==> src/rtl/cxc_pkg.sv <==
package cxc_pkg;
  typedef enum logic {
    MODE_ACTIVE  = 1'b0,
    MODE_STANDBY = 1'b1
  } mode_e;

  typedef struct packed {
    logic lp_dom;
    logic bus_dom;
    logic stb;
    logic txd;
  } pins_t;

  localparam int unsigned PIN_W = $bits(pins_t);
  // recessive txd, standby mode, idle bus
  localparam pins_t PIN_RST = '{lp_dom: 1'b0, bus_dom: 1'b0, stb: 1'b1, txd: 1'b1};
endpackage

==> src/rtl/cxc_sync.sv <==
module cxc_sync #(
  parameter int unsigned WIDTH   = 4,
  parameter int unsigned STAGES  = 2,
  parameter logic [WIDTH-1:0] RST_VAL = '0
) (
  input  logic             clk_i,
  input  logic             rst_ni,
  input  logic [WIDTH-1:0] d_i,
  output logic [WIDTH-1:0] q_o
);
  logic [WIDTH-1:0] stage_q [STAGES];

  for (genvar s = 0; s < STAGES; s++) begin : g_stage
    always_ff @(posedge clk_i or negedge rst_ni) begin
      if (!rst_ni) stage_q[s] <= RST_VAL;
      else if (s == 0) stage_q[s] <= d_i;
      else stage_q[s] <= stage_q[(s == 0) ? 0 : s-1];
    end
  end

  assign q_o = stage_q[STAGES-1];
endmodule

==> src/rtl/cxc_dom_timer.sv <==
module cxc_dom_timer #(
  parameter int unsigned DOM_CYCLES = 8
) (
  input  logic clk_i,
  input  logic rst_ni,
  input  logic clr_i,
  input  logic dom_i,
  output logic timeout_o
);
  localparam int unsigned CW = $clog2(DOM_CYCLES + 1);
  localparam logic [CW-1:0] LAST = CW'(DOM_CYCLES - 1);

  logic [CW-1:0] cnt_q;
  logic          to_q;

  always_ff @(posedge clk_i or negedge rst_ni) begin
    if (!rst_ni) begin
      cnt_q <= '0;
      to_q  <= 1'b0;
    end else if (clr_i || !dom_i) begin
      cnt_q <= '0;
      to_q  <= 1'b0;
    end else if (!to_q) begin
      if (cnt_q == LAST) to_q <= 1'b1;
      else cnt_q <= cnt_q + 1'b1;
    end
  end

  assign timeout_o = to_q;
endmodule

==> src/rtl/cxc_wake_filter.sv <==
module cxc_wake_filter #(
  parameter int unsigned WAKE_CYCLES = 5
) (
  input  logic clk_i,
  input  logic rst_ni,
  input  logic clr_i,
  input  logic dom_i,
  output logic wake_o
);
  localparam int unsigned CW = $clog2(WAKE_CYCLES + 1);
  localparam logic [CW-1:0] FULL = CW'(WAKE_CYCLES);

  logic [CW-1:0] cnt_q;

  always_ff @(posedge clk_i or negedge rst_ni) begin
    if (!rst_ni) cnt_q <= '0;
    else if (clr_i || !dom_i) cnt_q <= '0;
    else if (cnt_q != FULL) cnt_q <= cnt_q + 1'b1;
  end

  // drops as soon as the bus goes recessive
  assign wake_o = dom_i && (cnt_q == FULL);
endmodule

==> src/rtl/can_xcvr_ctrl.sv <==
module can_xcvr_ctrl
  import cxc_pkg::*;
#(
  parameter int unsigned DOM_CYCLES  = 8,
  parameter int unsigned WAKE_CYCLES = 5,
  parameter int unsigned SYNC_STAGES = 2
) (
  input  logic clk_i,
  input  logic rst_ni,
  input  logic txd_i,
  input  logic stb_i,
  input  logic bus_dom_i,
  input  logic lp_dom_i,
  input  logic ot_i,
  input  logic uv_i,
  output logic drv_en_o,
  output logic bias_mid_o,
  output logic split_en_o,
  output logic rxd_o
);
  pins_t pins_raw, pins_s;
  mode_e mode;
  logic  standby, timeout, wake;

  assign pins_raw = '{lp_dom: lp_dom_i, bus_dom: bus_dom_i, stb: stb_i, txd: txd_i};

  cxc_sync #(
    .WIDTH  (PIN_W),
    .STAGES (SYNC_STAGES),
    .RST_VAL(PIN_RST)
  ) i_sync (
    .clk_i (clk_i),
    .rst_ni(rst_ni),
    .d_i   (pins_raw),
    .q_o   (pins_s)
  );

  assign mode    = pins_s.stb ? MODE_STANDBY : MODE_ACTIVE;
  assign standby = (mode == MODE_STANDBY);

  cxc_dom_timer #(.DOM_CYCLES(DOM_CYCLES)) i_dom_timer (
    .clk_i    (clk_i),
    .rst_ni   (rst_ni),
    .clr_i    (standby),
    .dom_i    (!pins_s.txd),
    .timeout_o(timeout)
  );

  cxc_wake_filter #(.WAKE_CYCLES(WAKE_CYCLES)) i_wake_filter (
    .clk_i (clk_i),
    .rst_ni(rst_ni),
    .clr_i (!standby),
    .dom_i (pins_s.lp_dom),
    .wake_o(wake)
  );

  assign drv_en_o   = !standby && !pins_s.txd && !timeout && !ot_i && !uv_i;
  assign bias_mid_o = !standby;
  assign split_en_o = !standby && !ot_i;
  assign rxd_o      = standby ? !wake : !pins_s.bus_dom;
endmodule

==> config.mk <==
export PLATFORM = sky130hd
export DESIGN_NAME = can_xcvr_ctrl
export DESIGN_NICKNAME = d
export VERILOG_FILES = /design/src/rtl/cxc_pkg.sv /design/src/rtl/cxc_sync.sv /design/src/rtl/cxc_dom_timer.sv /design/src/rtl/cxc_wake_filter.sv /design/src/rtl/can_xcvr_ctrl.sv
export SDC_FILE = /design/constraint.sdc
export NUM_CORES = 1
export LEC_CHECK = 0
export ABC_AREA = 1
export CAP_MARGIN = 25
export CELL_PAD_IN_SITES_DETAIL_PLACEMENT = 1
export CELL_PAD_IN_SITES_GLOBAL_PLACEMENT = 1
export CORE_ASPECT_RATIO = 0.75
export CORE_UTILIZATION = 40
export DETAILED_ROUTE_END_ITERATION = 7
export DONT_BUFFER_PORTS = 1
export PLACE_DENSITY = 0.68
export SLEW_MARGIN = 40
export SYNTH_ARGS = -nofsm -noshare
export SYNTH_HDL_FRONTEND = slang
export SYNTH_HIERARCHICAL = 1
export SYNTH_SLANG_ARGS = --single-unit
export TNS_END_PERCENT = 50
==> constraint.sdc <==
create_clock -name clk_i -period 1.3 [get_ports clk_i]
set_clock_uncertainty 0.2 [all_clocks]
set_input_delay 0.13 -clock clk_i [delete_from_list [all_inputs] [get_ports clk_i]]
set_output_delay 0.13 -clock clk_i [all_outputs]
set_load 0.03 [all_outputs]
* After elaboration in Yosys (flattened, before gate mapping) *
Cells that the tools add are included.

operators by class
  $add $sub $neg = 2
  $mul = 0
  divide/modulo/power cells = 0
  order comparisons = 0
  equal/unequal tests = 5
  shift-type cells = 0
  muxes and demuxes = 10
  bitwise operators = 0
  reductions and logical operators = 18

operator list
  kind                                            count
  2-to-1 mux 4 bit                                3
  logical NOT 1 bit                               8
  logical AND 1 bit                               6
  2-to-1 mux 3 bit                                2
  2-to-1 mux 1 bit                                5
  adder 4 x 1 -> 4 bit (second input constant)    1
  == test 4 x 3 -> 1 bit (second input constant)  1
  adder 3 x 1 -> 3 bit (second input constant)    1
  == test 3 bit (second input constant)           1
  != test 3 bit (second input constant)           1
  logical OR 1 bit                                2
  != test 2 x 1 -> 1 bit (second input constant)  1
  != test 2 bit (second input constant)           1
  AND reduction 2 bit                             1
  nonzero test 2 bit                              1

storage, ports and cells
  register bits after elaboration = 16
  bits in latches = 0
  RAM bits = 0
  ROM bits = 0
  output and inout bits = 4
  word-level logic and storage cells = 40
  memories = 0

* Depth between registers and ports, before layout *
  word-level depth = 6
  gate-level depth with buffers = 8
  mapped depth without buffers = 7

* By module *
The synthesis kept the hierarchy.

by module, submodules not included
  module           times used  cells an instance  area each (µm²)  seq. area each (µm²)
  cxc_dom_timer    1           34                 272.8            125.1
  cxc_sync         1           12                 235.2            205.2
  cxc_wake_filter  1           27                 195.2            75.1
  can_xcvr_ctrl    1           11                 45.0             0.0

* Worst setup path before layout *
Ideal clock, no wire load.

  kind = flip-flop to output port
  from = reg i_sync.stage_q, in the netlist i_sync/q_o[1]
  to = out drv_en_o
  arrival = 1.307 ns
  data required time = 0.970 ns
  slack = -0.337 ns
  cell stages (with the launch flop) = 5
  buffers on the path = 1
  cell sequence = dfstp_2 > buf_4 > nor2_2 > nand2_1 > nor2_1

on the way
  cells in the longest elaborated chain, start to end = 6

RTL lines
  what                               RTL line             text
  from (decl)                        cxc_sync.sv:11       logic [WIDTH-1:0] stage_q [STAGES];
  from (signal, indexed assignment)  cxc_sync.sv:16       else if (s == 0) stage_q[s] <= d_i;
  from (signal, indexed assignment)  cxc_sync.sv:17       else stage_q[s] <= stage_q[(s == 0) ? 0 : s-1];
  2-to-1 mux 1 bit                   can_xcvr_ctrl.sv:38  assign mode = pins_s.stb ? MODE_STANDBY : MODE_ACTIVE;
  logical NOT 1 bit                  can_xcvr_ctrl.sv:57  assign drv_en_o = !standby && !pins_s.txd && !timeout && !ot_i && !uv_i;
  logical AND 1 bit (4 in series)    can_xcvr_ctrl.sv:57
  to (decl)                          can_xcvr_ctrl.sv:16  output logic drv_en_o,

Every way passes these cells.

* Worst setup path in the final report *
  from = reg i_wake_filter.cnt_q[1]
  to = out rxd_o

on the way
  cells in the longest elaborated chain, start to end = 4

RTL lines
  what                    RTL line               text
  from (decl)             cxc_wake_filter.sv:13  logic [CW-1:0] cnt_q;
  from (signal assigned)  cxc_wake_filter.sv:18  else if (cnt_q != FULL) cnt_q <= cnt_q + 1'b1;
  == test 3 bit           cxc_wake_filter.sv:22  assign wake_o = dom_i && (cnt_q == FULL);
  logical AND 1 bit       cxc_wake_filter.sv:22
  net wake                can_xcvr_ctrl.sv:23    logic standby, timeout, wake;
  logical NOT 1 bit       can_xcvr_ctrl.sv:60    assign rxd_o = standby ? !wake : !pins_s.bus_dom;
  2-to-1 mux 1 bit        can_xcvr_ctrl.sv:60
  to (decl)               can_xcvr_ctrl.sv:19    output logic rxd_o

The timed path passes the listed nets, and every way through them passes these cells.

==> results.sh <==
export IMPL_drt_wirelength_per_cell_um=13.6
export IMPL_num_vias=580
export IMPL_arrival_ns=1.32
export IMPL_die_w_um=51.9
export IMPL_grt_first_pass_wirelength_mm=2.66
export IMPL_setup_tns_ns=-1.55
export IMPL_fin_area_sq_um=1030
export IMPL_grt_pass1_vias=594
export IMPL_dpl_hpwl_mm=1.26
export IMPL_ctsRootBufferMaster="clkbuf_4"
export IMPL_ys_seq_area_share_pct=54.2
export IMPL_synthFlopType="dfrtp_1"
export IMPL_drive_above_1_share_pct=38.1
export IMPL_power_density_nw_per_um2=967
export IMPL_diodes=0
export IMPL_cp_start_kind="flip-flop"
export IMPL_min_delay_path_class="input port to async pin"
export IMPL_crit_top_cell="nand2_2"
export IMPL_tightest_slew_ns=0.376
export IMPL_cp_top_family="flip-flops"
export IMPL_fin_nets=117
export IMPL_whs_ns=0.0758
export IMPL_synth_async_reset_ratio_pct=100
export IMPL_row_count=13
export IMPL_dieArea_sq_um=2050
export IMPL_ys_seq_elements=16
export IMPL_crit_type="flip-flop to primary output"
export IMPL_cap_violations=0
export IMPL_critPathRequiredTime_ns=0.97
export IMPL_cts_buffers=3
export IMPL_via_per_inst=4.57
export IMPL_vdd_drop_max_uv=655
export IMPL_fmax_mhz=608
export IMPL_cts_tree="built"
export IMPL_p_leak_nw=0.517
export IMPL_drv_slew=0
export IMPL_ys_top_cells_by_area="dfrtp_1 (40%), dfstp_2 (14%), nand2_1 (9.5%)"
export IMPL_synth_top_area_share_pct=40.1
export IMPL_setup_violations=10
export IMPL_core_sq_um=1740
export IMPL_ys_top_cells_by_count="nand2_1 (19), inv_1 (15), dfrtp_1 (12), nor2_1 (12)"
export IMPL_end_kind="primary output"
export IMPL_synthCells=84
export IMPL_ant_nets=0
export IMPL_slew_headroom_pct=74.9
export IMPL_synth_area_sq_um=748
export IMPL_synth_warnings=6
export IMPL_rsz0062_at_grt="true"
export IMPL_violations="negative setup slack"
export IMPL_r2r_slack_ns=-0.13
export IMPL_ios=12
export IMPL_placed_area_sq_um=863
export IMPL_worst_path_max_delay_cell="dfrtp_1"
export IMPL_r2r_end="i_wake_filter/cnt_q[0]"
export IMPL_dr_pass1_iters=3
export IMPL_grtUsageTotal_pct=20.2
export IMPL_areaGrowthSynthToFinish_pct=38.0
export IMPL_cts_sinks=16
export IMPL_start_util_pct=43.0
export IMPL_drc_errors=0
export IMPL_synth_edf_count=0
export IMPL_place_congestion=0.731
export IMPL_critPathMaxStageDelay_ns=0.40
export IMPL_avgSynthCellArea_sq_um=8.91
export IMPL_min_period_ns=1.65
export IMPL_die_h_um=39.5
export IMPL_ys_types=17
export IMPL_port_buffers=0
export IMPL_clockBufferDepth=2
export IMPL_drt_first_iter_violations=4
export IMPL_hold_viol=0
export IMPL_grt_overflow=0
export IMPL_synth_area_leader_cell="dfrtp_1"
export IMPL_rr_worst_depth=5
export IMPL_status="complete, but fails checks"
export IMPL_cts_max_level=1
export IMPL_clkLatencyLatePin_ns=0.29
export IMPL_wl_mm=1.73
export IMPL_final_cells=127
export IMPL_crit_chain="inv_1, ha_2, nand2_2, nor2_4, inv_2, nand2_2, o21ai_4"
export IMPL_crit_buf_inv=2
export IMPL_grt_max_degree=17
export IMPL_clk_pin_slew_ns=0.09
export IMPL_worstPathMaxFanout=2
export IMPL_fin_ws_ns=-0.346
export IMPL_antenna_found_initial=0
export IMPL_yosysMostFrequentCell="nand2_1"
export IMPL_synth_nets=95
export IMPL_final_period_utilization_pct=127
export IMPL_r2r_start="i_sync/q_o[1]"
export IMPL_place_inst=113
export IMPL_place_ws_ns=-0.0540
==> worst max-delay path by stage <==
stage / from / endpoint / slack, ns / cells past startpoint
floorplan: i_sync/q_o[1] / i_wake_filter/cnt_q[0] / -0.07 / 5
global placement: i_wake_filter/cnt_q[1] / rxd_o / -0.02 / 7
detailed placement: i_dom_timer/cnt_q[0] / i_dom_timer/cnt_q[3] / -0.05 / 6
CTS: i_wake_filter/cnt_q[1] / rxd_o / -0.34 / 7
global route: i_wake_filter/cnt_q[1] / rxd_o / -0.44 / 7
finish: i_wake_filter/cnt_q[1] / rxd_o / -0.35 / 7
==> where the power goes <==
| part | internal [mW] | switching [mW] | total (mW) |
|---|---|---|---|
| Clock | 0.171 | 0.161 | 0.332 |
| Sequential | 0.521 | 0.0134 | 0.534 |
| Combinational | 0.0633 | 0.0685 | 0.132 |
==> worst register-to-register path, stage by stage (launching register included) <==
cell and delay [ns]:
dfstp_2 0.61, clkinvlp_4 0.13, buf_6 0.13, nor2_4 0.11
nand2_1 0.07, nor2_1 0.12
==> layer usage <==
layer	vias up	wire [um]	GRT usage (%)
met1	272	770	22.7
met4	0	20	8.11
li1	290	-	-
met3	5	64	6.98
met5	-	0	0
met2	13	876	35.3
==> logic make-up after synthesis <==
logic type / after synthesis / synth area share [%]
simple gates: 42 / 26.8
buf+inv: 20 / 12.0
flops: 16 / 54.2
compound gates: 3 / 2.01
fa+ha+maj: 3 / 5.02
==> cell type report <==
class                           count  area [sq um]
Sequential cell                    16           405
Multi-Input combinational cell     48           300
Inverter                           16          63.8
Tap cell                           22          27.5
Clock buffer                        4          36.3
Timing Repair Buffer               21           199
Fill cell                         210           708
==> timing repair <==
item,in CTS,in global routing
hold buffers,5,1
endpoints found under the setup margin,8,12
resized for setup,10,7
pin swaps,4,3
buffers inserted,4,1
endpoints found under the hold margin,20,16
==> flip-flops by register name, summed over array words and instances (netlist names) <==
register / flops
i_dom_timer/timeout_o: 1
i_dom_timer/cnt_q: 4
i_sync/q_o: 4
i_sync/stage_q: 4
i_wake_filter/cnt_q: 3
==> metrics by stage <==
| stage | power (mW) | utilization, % |
|---|---|---|
| 6_report | 0.998 | 59.3 |
| 5_1_grt | 1.04 | 59.3 |
| 4_1_cts | 1.01 | 58.2 |
| 3_5_place_dp | 0.630 | 49.6 |
| 3_3_place_gp | 0.625 | 49.6 |
| 2_1_floorplan | 0.602 | - |
==> cell usage in the layout, fill, tap and decap left out, types with 2 or more instances in the layout <==
| cell | n |
|---|---|
| dfrtp_1 | 12 |
| buf_6 | 3 |
| inv_1 | 13 |
| nand2_1 | 16 |
| dfstp_2 | 4 |
| nand3_1 | 4 |
| nand2_2 | 4 |
| buf_4 | 10 |
| dlygate4sd3_1 | 5 |
| ha_2 | 2 |
| nor2_1 | 10 |
| clkbuf_4 | 3 |
| inv_2 | 2 |
| nand4_1 | 2 |
| nor2_4 | 4 |
No activity file was read; power rests on OpenSTA's default activity.
